### config.mk
export PLATFORM = sky130hd
export DESIGN_NAME = bangbang_pd
export DESIGN_NICKNAME = d
export VERILOG_FILES = /design/src/rtl/bangbang_pd_pkg.sv /design/src/rtl/bangbang_pd_sampler.sv /design/src/rtl/bangbang_pd_decide.sv /design/src/rtl/bangbang_pd_pulse.sv /design/src/rtl/bangbang_pd.sv
export SDC_FILE = /design/constraint.sdc
export NUM_CORES = 1
export LEC_CHECK = 0
export BUFFER_PORTS_ARGS = -buffer_cell sky130_fd_sc_hd__buf_2
export CORE_AREA = 2 2 39 41
export CTS_CLUSTER_SIZE = 8
export DETAILED_ROUTE_END_ITERATION = 16
export DIE_AREA = 0 0 41 43
export SETUP_SLACK_MARGIN = 0.3
export SYNTH_ARGS = -nofsm -noshare
export SYNTH_HDL_FRONTEND = slang
export SYNTH_HIERARCHICAL = 1
export SYNTH_SLANG_ARGS = --single-unit
### constraint.sdc
create_clock -name clk -period 1.46 [get_ports clk]
set_input_delay 0.219 -clock clk [delete_from_list [all_inputs] [get_ports clk]]
set_output_delay 0.219 -clock clk [all_outputs]
set_load 0.03 [all_outputs]
### src/rtl/bangbang_pd_pkg.sv
package bangbang_pd_pkg;

    // Number of centre samples that must be captured before a decision is valid
    localparam int unsigned PRIME_SAMPLES = 2;
    localparam int unsigned PRIME_W       = $clog2(PRIME_SAMPLES + 1);

    // Aligned sample triple: earlier centre, boundary between them, later centre
    typedef struct packed {
        logic prev_mid;
        logic bnd;
        logic cur_mid;
    } smp_trio_t;

    typedef enum logic [1:0] {
        VERD_HOLD = 2'b00,
        VERD_UP   = 2'b01,
        VERD_DN   = 2'b10
    } verdict_t;

    // Late clock: boundary already shows the new bit. Early: it still shows the old one.
    function automatic verdict_t classify(input smp_trio_t t);
        verdict_t v;
        v = VERD_HOLD;
        if (t.prev_mid != t.cur_mid) begin
            if (t.bnd == t.cur_mid) v = VERD_UP;
            else                    v = VERD_DN;
        end
        return v;
    endfunction

endpackage

### src/rtl/bangbang_pd_sampler.sv
module bangbang_pd_sampler
    import bangbang_pd_pkg::*;
#(
    parameter int unsigned PRIME = PRIME_SAMPLES
) (
    input  logic      clk,
    input  logic      rst,
    input  logic      mid_smp_i,
    input  logic      bnd_smp_i,
    output smp_trio_t trio_o,
    output logic      valid_o
);
    localparam int unsigned CW = $clog2(PRIME + 1);

    logic          mid_cur_q;
    logic          mid_prev_q;
    logic          bnd_q;
    logic [CW-1:0] fill_q;

    always_ff @(posedge clk) begin
        if (rst) begin
            mid_cur_q  <= 1'b0;
            mid_prev_q <= 1'b0;
            bnd_q      <= 1'b0;
            fill_q     <= '0;
        end else begin
            mid_cur_q  <= mid_smp_i;
            mid_prev_q <= mid_cur_q;
            bnd_q      <= bnd_smp_i;
            if (fill_q != CW'(PRIME)) fill_q <= fill_q + 1'b1;
        end
    end

    always_comb begin
        trio_o.prev_mid = mid_prev_q;
        trio_o.bnd      = bnd_q;
        trio_o.cur_mid  = mid_cur_q;
    end

    assign valid_o = (fill_q == CW'(PRIME));

    // fill counter never exceeds its limit
    assert_fill_bound_R1: assert property (@(posedge clk) disable iff (rst)
        fill_q <= CW'(PRIME));
endmodule

### src/rtl/bangbang_pd_decide.sv
module bangbang_pd_decide
    import bangbang_pd_pkg::*;
(
    input  smp_trio_t trio_i,
    input  logic      valid_i,
    output verdict_t  verd_o
);
    always_comb begin
        verd_o = VERD_HOLD;
        if (valid_i) verd_o = classify(trio_i);
    end
endmodule

### src/rtl/bangbang_pd_pulse.sv
module bangbang_pd_pulse
    import bangbang_pd_pkg::*;
(
    input  logic     clk,
    input  logic     rst,
    input  verdict_t verd_i,
    output logic     up_o,
    output logic     dn_o
);
    always_ff @(posedge clk) begin
        if (rst) begin
            up_o <= 1'b0;
            dn_o <= 1'b0;
        end else begin
            up_o <= (verd_i == VERD_UP);
            dn_o <= (verd_i == VERD_DN);
        end
    end

    // outputs mutually exclusive
    assert_excl_R5: assert property (@(posedge clk) disable iff (rst)
        !(up_o && dn_o));
endmodule

### src/rtl/bangbang_pd.sv
module bangbang_pd
    import bangbang_pd_pkg::*;
(
    input  logic clk,
    input  logic rst,
    input  logic mid_smp_i,
    input  logic bnd_smp_i,
    output logic up_o,
    output logic dn_o
);
    smp_trio_t trio;
    logic      valid;
    verdict_t  verd;

    bangbang_pd_sampler #(.PRIME(PRIME_SAMPLES)) u_smp (
        .clk       (clk),
        .rst       (rst),
        .mid_smp_i (mid_smp_i),
        .bnd_smp_i (bnd_smp_i),
        .trio_o    (trio),
        .valid_o   (valid)
    );

    bangbang_pd_decide u_dec (
        .trio_i  (trio),
        .valid_i (valid),
        .verd_o  (verd)
    );

    bangbang_pd_pulse u_pls (
        .clk    (clk),
        .rst    (rst),
        .verd_i (verd),
        .up_o   (up_o),
        .dn_o   (dn_o)
    );

    // no pulse while history is incomplete
    assert_quiet_fill_R1: assert property (@(posedge clk) disable iff (rst)
        !valid |=> (!up_o && !dn_o));
    // late triple yields UP one clock later
    assert_late_up_R2: assert property (@(posedge clk) disable iff (rst)
        (valid && trio.prev_mid != trio.bnd && trio.bnd == trio.cur_mid) |=> up_o);
    // early triple yields DN one clock later
    assert_early_dn_R3: assert property (@(posedge clk) disable iff (rst)
        (valid && trio.prev_mid == trio.bnd && trio.bnd != trio.cur_mid) |=> dn_o);
    // no transition, no correction
    assert_run_quiet_R4: assert property (@(posedge clk) disable iff (rst)
        (trio.prev_mid == trio.cur_mid) |=> (!up_o && !dn_o));
endmodule

==> out/metrics.cfg, run 1 <==
[run_status]
outcome=completed

[clocking]
cts_tree=done
cts_setup_buffers=0
htree_levels=1
clock-sinks=7
cts_max_path_buffers=2
cts-root-buf=clkbuf_4
clk_latency_ps=240
cts_made_buffers=3
clk_transition_reported_paths_ps=50
holdBufCountCts=0

[layout]
fill_cells=153
stdcell_count=51
syn_to_final_growth_pct=27.6
drive_above_1_share=0.486
diodes=0
final_nets=42

[logic_synthesis]
ys_seq_area_frac=0.461
syn_area_um2=304
synth_top_area_frac=0.461
synth.area.mux_share=0
synth.distinct_cells=16
synth_xor_area_frac=0.0288
synthSimpleGateAreaFrac=0.255
synthAdderAreaFrac=0.0823
yosys.area.top_type=dfxtp_1
avgSynthCellArea_um2=10.5
synth_top_family_by_area=simple AND/OR/NAND/NOR gates
synth-seq-cells=7
syn-num-nets=35
syn_inst=29
synth_compound_area_frac=0.0864
yosys-top-cells-area=dfxtp_1 (46%), ha_1 (8.2%), buf_4 (7.4%)
yosys_warnings=6

[floorplan]
core-area_um2=1380
die_y_um=43
dieArea_um2=1760
rows=14
die_w_um=41
start_util=0.220
ioPinCount=6

[detailed_routing]
vias=211
dr.first_iter.drc_count=2
drc_errors=0
ant_nets=0
drt_pass1_iterations=2
vias_per_cell=4.14
routedWlPerCell_um=8.49
wirelength_um=433

[grt]
use_met1=0.0613
busiest_layer=met2
grtUsageTotal=0.0663
grt_use_met3=0.0314
use_met2=0.100
antenna_found_initial=0
grt_remaining_overflow=0
grt_pass1_wl_um=731
grt_max_degree=8
grt_pass1_vias=214

[pwr]
power-per-cell-area_nw_per_um2=1520
clkPwrFrac=0.285
p_sw_w=0.000176
switching_share=0.298
leakage_nw=0.154
power_frac_comb=0.267
vdd_ir_drop_max_mv=0.516
p_int_w=0.000414
sequentialPowerShare=0.447

[setup_path]
startpoint=u_smp/fill_q[0]
r2r-end=u_pls/up_o
r2r_cells=5
path_class=register to register
start_kind=register
critPathRequiredTime_ps=1630
crit_arrival_ps=1250
worstSetupEndpointType=register
cp_cell_sequence=inv_2 -> ha_4 -> nand2_2 -> o31ai_4 -> nor3b_2
reg2reg_slack_ps=380
critPathSlowestCell=dfxtp_2
r2r_start=u_smp/fill_q[0]
critPathBufInv=1
critPathMaxFanout=3
max_stage_delay_ps=320
crit_family=flip-flops

[timing]
finalSetupTns_ps=0
max_clock_freq_mhz=925
fin_crit_sh=0.741
timing.final.hold_violations=0
report.final.slew_viol_count=0
tightestPinTransition_ps=192
layout_min_cycle_time_ps=1080
setup_viol=0
rsz0062_at_grt=no
fin_skew_ps=1.93
max-slew-margin-rel=0.872

[min_path]
hold_path.class=input pin to register
whs_endpoint=u_smp/bnd_q
hold_depth=2
worstHoldStart=bnd_smp_i

[run]
max_cap_violations=0

[placement]
gp_congestion=0.610
dpl.hpwl_um=312
place_inst=47
portBuffers=5

## final cells by class
class,count,area (µm²),area share
timing repair buffer,5,25.0,0.0645
clock buffer,4,26.3,0.0677
inverter,1,3.75,0.00968
sequential,7,143,0.368
multi-input combinational,18,170,0.439
tap,16,20.0,0.0516
## synth_stat cells, drive strengths merged
cell type / count
dfxtp: 7
buf: 3
nor2b: 3
ha: 2
nand2: 2
nor3b: 2
a21oi: 1
inv: 1
nand2b: 1
nand4b: 1
nand4bb: 1
nor2: 1
o21ai: 1
o31ai: 1
or2: 1
xor2: 1
## cell usage in the layout, fill, tap and decap left out, drive strengths merged, types with 2 or more instances in the layout
cell type and count:
nor2b 3, nor3b 2, dfxtp 7, nand2 2, ha 2, buf 5
clkbuf 4
## kinds of logic after synthesis
kind of cell / Yosys count
AOI/OAI and AO/OA: 3
adders and majority gates: 2
buffers and inverters: 4
xor gates and xnor gates: 1
DFF: 7
and+or+nand+nor: 12
## worst max-delay path by stage
| stage | endpoint | cells after the start |
|---|---|---|
| after floorplan | u_pls/up_o | 5 |
| after global placement | u_pls/up_o | 5 |
| after detailed placement | u_pls/up_o | 5 |
| after CTS | u_pls/up_o | 5 |
| after global routing | u_pls/up_o | 5 |
| final | u_pls/up_o | 5 |
## per-stage QoR
stage	cell area [µm²]	hold slack, ps	total power [W]	utilization	worst slack, ps
finish	388	182	0.000590	0.280	379
global route	388	202	0.000642	0.280	309
CTS	353	176	0.000561	0.255	320
detailed placement	327	435	0.000386	0.236	336
global placement	327	434	0.000382	0.236	347
floorplan	304	281	0.000365	-	416
## registers in the layout, summed over array words and instances (netlist names)
register          count
u_smp/mid_prev_q      1
u_smp/mid_cur_q       1
u_pls/up_o            1
u_smp/fill_q          2
u_pls/dn_o            1
u_smp/bnd_q           1
## power groups by stage
stage               Sequential, W  Combinational, W  Clock (W)
floorplan                0.000250          0.000115          0
global placement         0.000253          0.000130          0
detailed placement       0.000253          0.000133          0
CTS                      0.000249          0.000134   0.000178
global route             0.000272          0.000181   0.000189
finish                   0.000264          0.000158   0.000168
## metal layers
metal | vias up | share of wire
li1 | 106 | -
met1 | 101 | 0.42
met2 | 2 | 0.54
met3 | 2 | 0.037
met4 | 0 | 0.0092
met5 | - | 0
## what timing repair did
item,4_1_cts,5_1_grt
setup endpoints to repair,0,3
gates resized for setup,0,9
hold endpoints to repair,0,0
Power figures use the tool's default switching activity.
==> inputs of run 2 (changes only) <==
clock period = 0.87 ns   (was 1.46 ns; I/O delays follow)
==> out/metrics.cfg, run 2 (synthesized netlist as in run 1, its figures left out) <==
[detailed_routing]
drc_errors=0
routedWlPerCell_um=8.69
wirelength_um=452
dr.first_iter.drc_count=0
drt_pass1_iterations=1
vias=215
ant_nets=0
vias_per_cell=4.13

[clocking]
clk_transition_reported_paths_ps=60
cts-root-buf=clkbuf_4
cts_made_buffers=3
holdBufCountCts=0
cts_max_path_buffers=2
cts_tree=done
clk_latency_ps=250
clock-sinks=7
htree_levels=1

[grt]
grt_pass1_wl_um=738
grt_max_degree=8
grtUsageTotal=0.0704
grt_pass1_vias=181
grt_remaining_overflow=0
antenna_found_initial=0

[placement]
portBuffers=5
gp_congestion=0.629
postPlaceCellArea_um2=358
pre_cts_slack_ps=-213
place_inst=48

[setup_path]
critPathMaxFanout=3
start_kind=register
critPathRequiredTime_ps=1050
path_class=register to register
worstSetupEndpointType=register
reg2reg_slack_ps=-160
crit_arrival_ps=1210

[timing]
report.final.slew_viol_count=0
max-slew-margin-rel=0.870
setup_viol=4
fin_skew_ps=4.80
tightestPinTransition_ps=195
finalSetupTns_ps=-480
setup_slack_ps=-159
fin_crit_sh=1.18
layout_min_cycle_time_ps=1030
rsz0062_at_grt=yes
max_clock_freq_mhz=972
timing.final.hold_violations=0

[layout]
largest_reg_flops=2
syn_to_final_growth_pct=37.9
diodes=0
final_util=0.303
regMostFlops=u_smp/fill_q
fill_cells=150
multiInputGateArea_um2=175
stdcell_count=52
seqCellArea_um2=148
design_area_um2=419
mostFrequentLayoutCells=clkbuf_4 (3), buf_2 (3), dfxtp_2 (3), dfxtp_1 (3), nor2b_1 (3)
final_nets=43
drive_above_1_share=0.583

[pwr]
switching_share=0.309
sequentialPowerShare=0.422
p_sw_w=0.000322
clkPwrFrac=0.282
vdd_ir_drop_max_mv=0.887
leakage_nw=0.177
power-per-cell-area_nw_per_um2=2490
p_int_w=0.000721
power_frac_comb=0.296

[floorplan]
rows=14
die_w_um=41
ioPinCount=6
core-area_um2=1380
die_y_um=43
dieArea_um2=1760
start_util=0.220

[run_status]
violations=negative setup slack
outcome=complete, but fails checks

[run]
max_cap_violations=0

[min_path]
hold_path.class=input pin to register

## run 2: cell count changes in the layout (fill, tap and decap cells not counted), sizes merged
cell and change:
clkinv +1, clkbuf -1, buf +1
## run 2: cell type report
type / count / share of cell area
multi-input combinational: 18 / 0.418
sequential: 7 / 0.352
timing repair buffer: 6 / 0.107
clock buffer: 3 / 0.0537
tap: 16 / 0.0478
clock inverter: 1 / 0.0119
inverter: 1 / 0.00896
## run 2: critical path, cell delays in order (launching register included)
cell	delay, ps
dfxtp_2	320
inv_2	60
ha_4	150
nand2_4	60
o31ai_4	190
nor3b_2	180
## run 2: path summary, 6_finish.rpt
kind | startpoint | endpoint | cells after the start
min | bnd_smp_i | u_smp/bnd_q | 2
max | u_smp/fill_q[0] | u_pls/up_o | 5
min reg2reg | u_smp/fill_q[1] | u_smp/fill_q[1] | 2
max reg2reg | u_smp/fill_q[0] | u_pls/up_o | 5
## run 2: metrics by stage
| step | power (W) | hold WS, ps |
|---|---|---|
| 2_1_floorplan | 0.000665 | 186 |
| 3_3_place_gp | 0.000724 | 343 |
| 3_5_place_dp | 0.000733 | 349 |
| 4_1_cts | 0.00107 | 75.1 |
| 5_1_grt | 0.00113 | 84.4 |
| 6_report | 0.00104 | 88.1 |
## run 2: what timing repair did
item                       in CTS  in global routing
buffers inserted                0                  0
setup endpoints to repair       7                  7
gates resized for setup         9                  0
gates cloned                    0                  0
pin swaps                       3                  0
## run 2: power groups by stage
stage	Combinational [W]	Clock [W]	Sequential, W
finish	0.000309	0.000294	0.000441
global placement	0.000280	0	0.000444
CTS	0.000314	0.000316	0.000441
floorplan	0.000221	0	0.000444
global route	0.000349	0.000327	0.000450
detailed placement	0.000289	0	0.000444
## run 2: per-layer routing
layer	up-vias	part of all wire	global-route usage
li1	110	-	-
met1	96	0.41	0.0742
met2	7	0.46	0.0813
met3	2	0.11	0.0785
met4	0	0.020	0.0400
met5	-	0	0
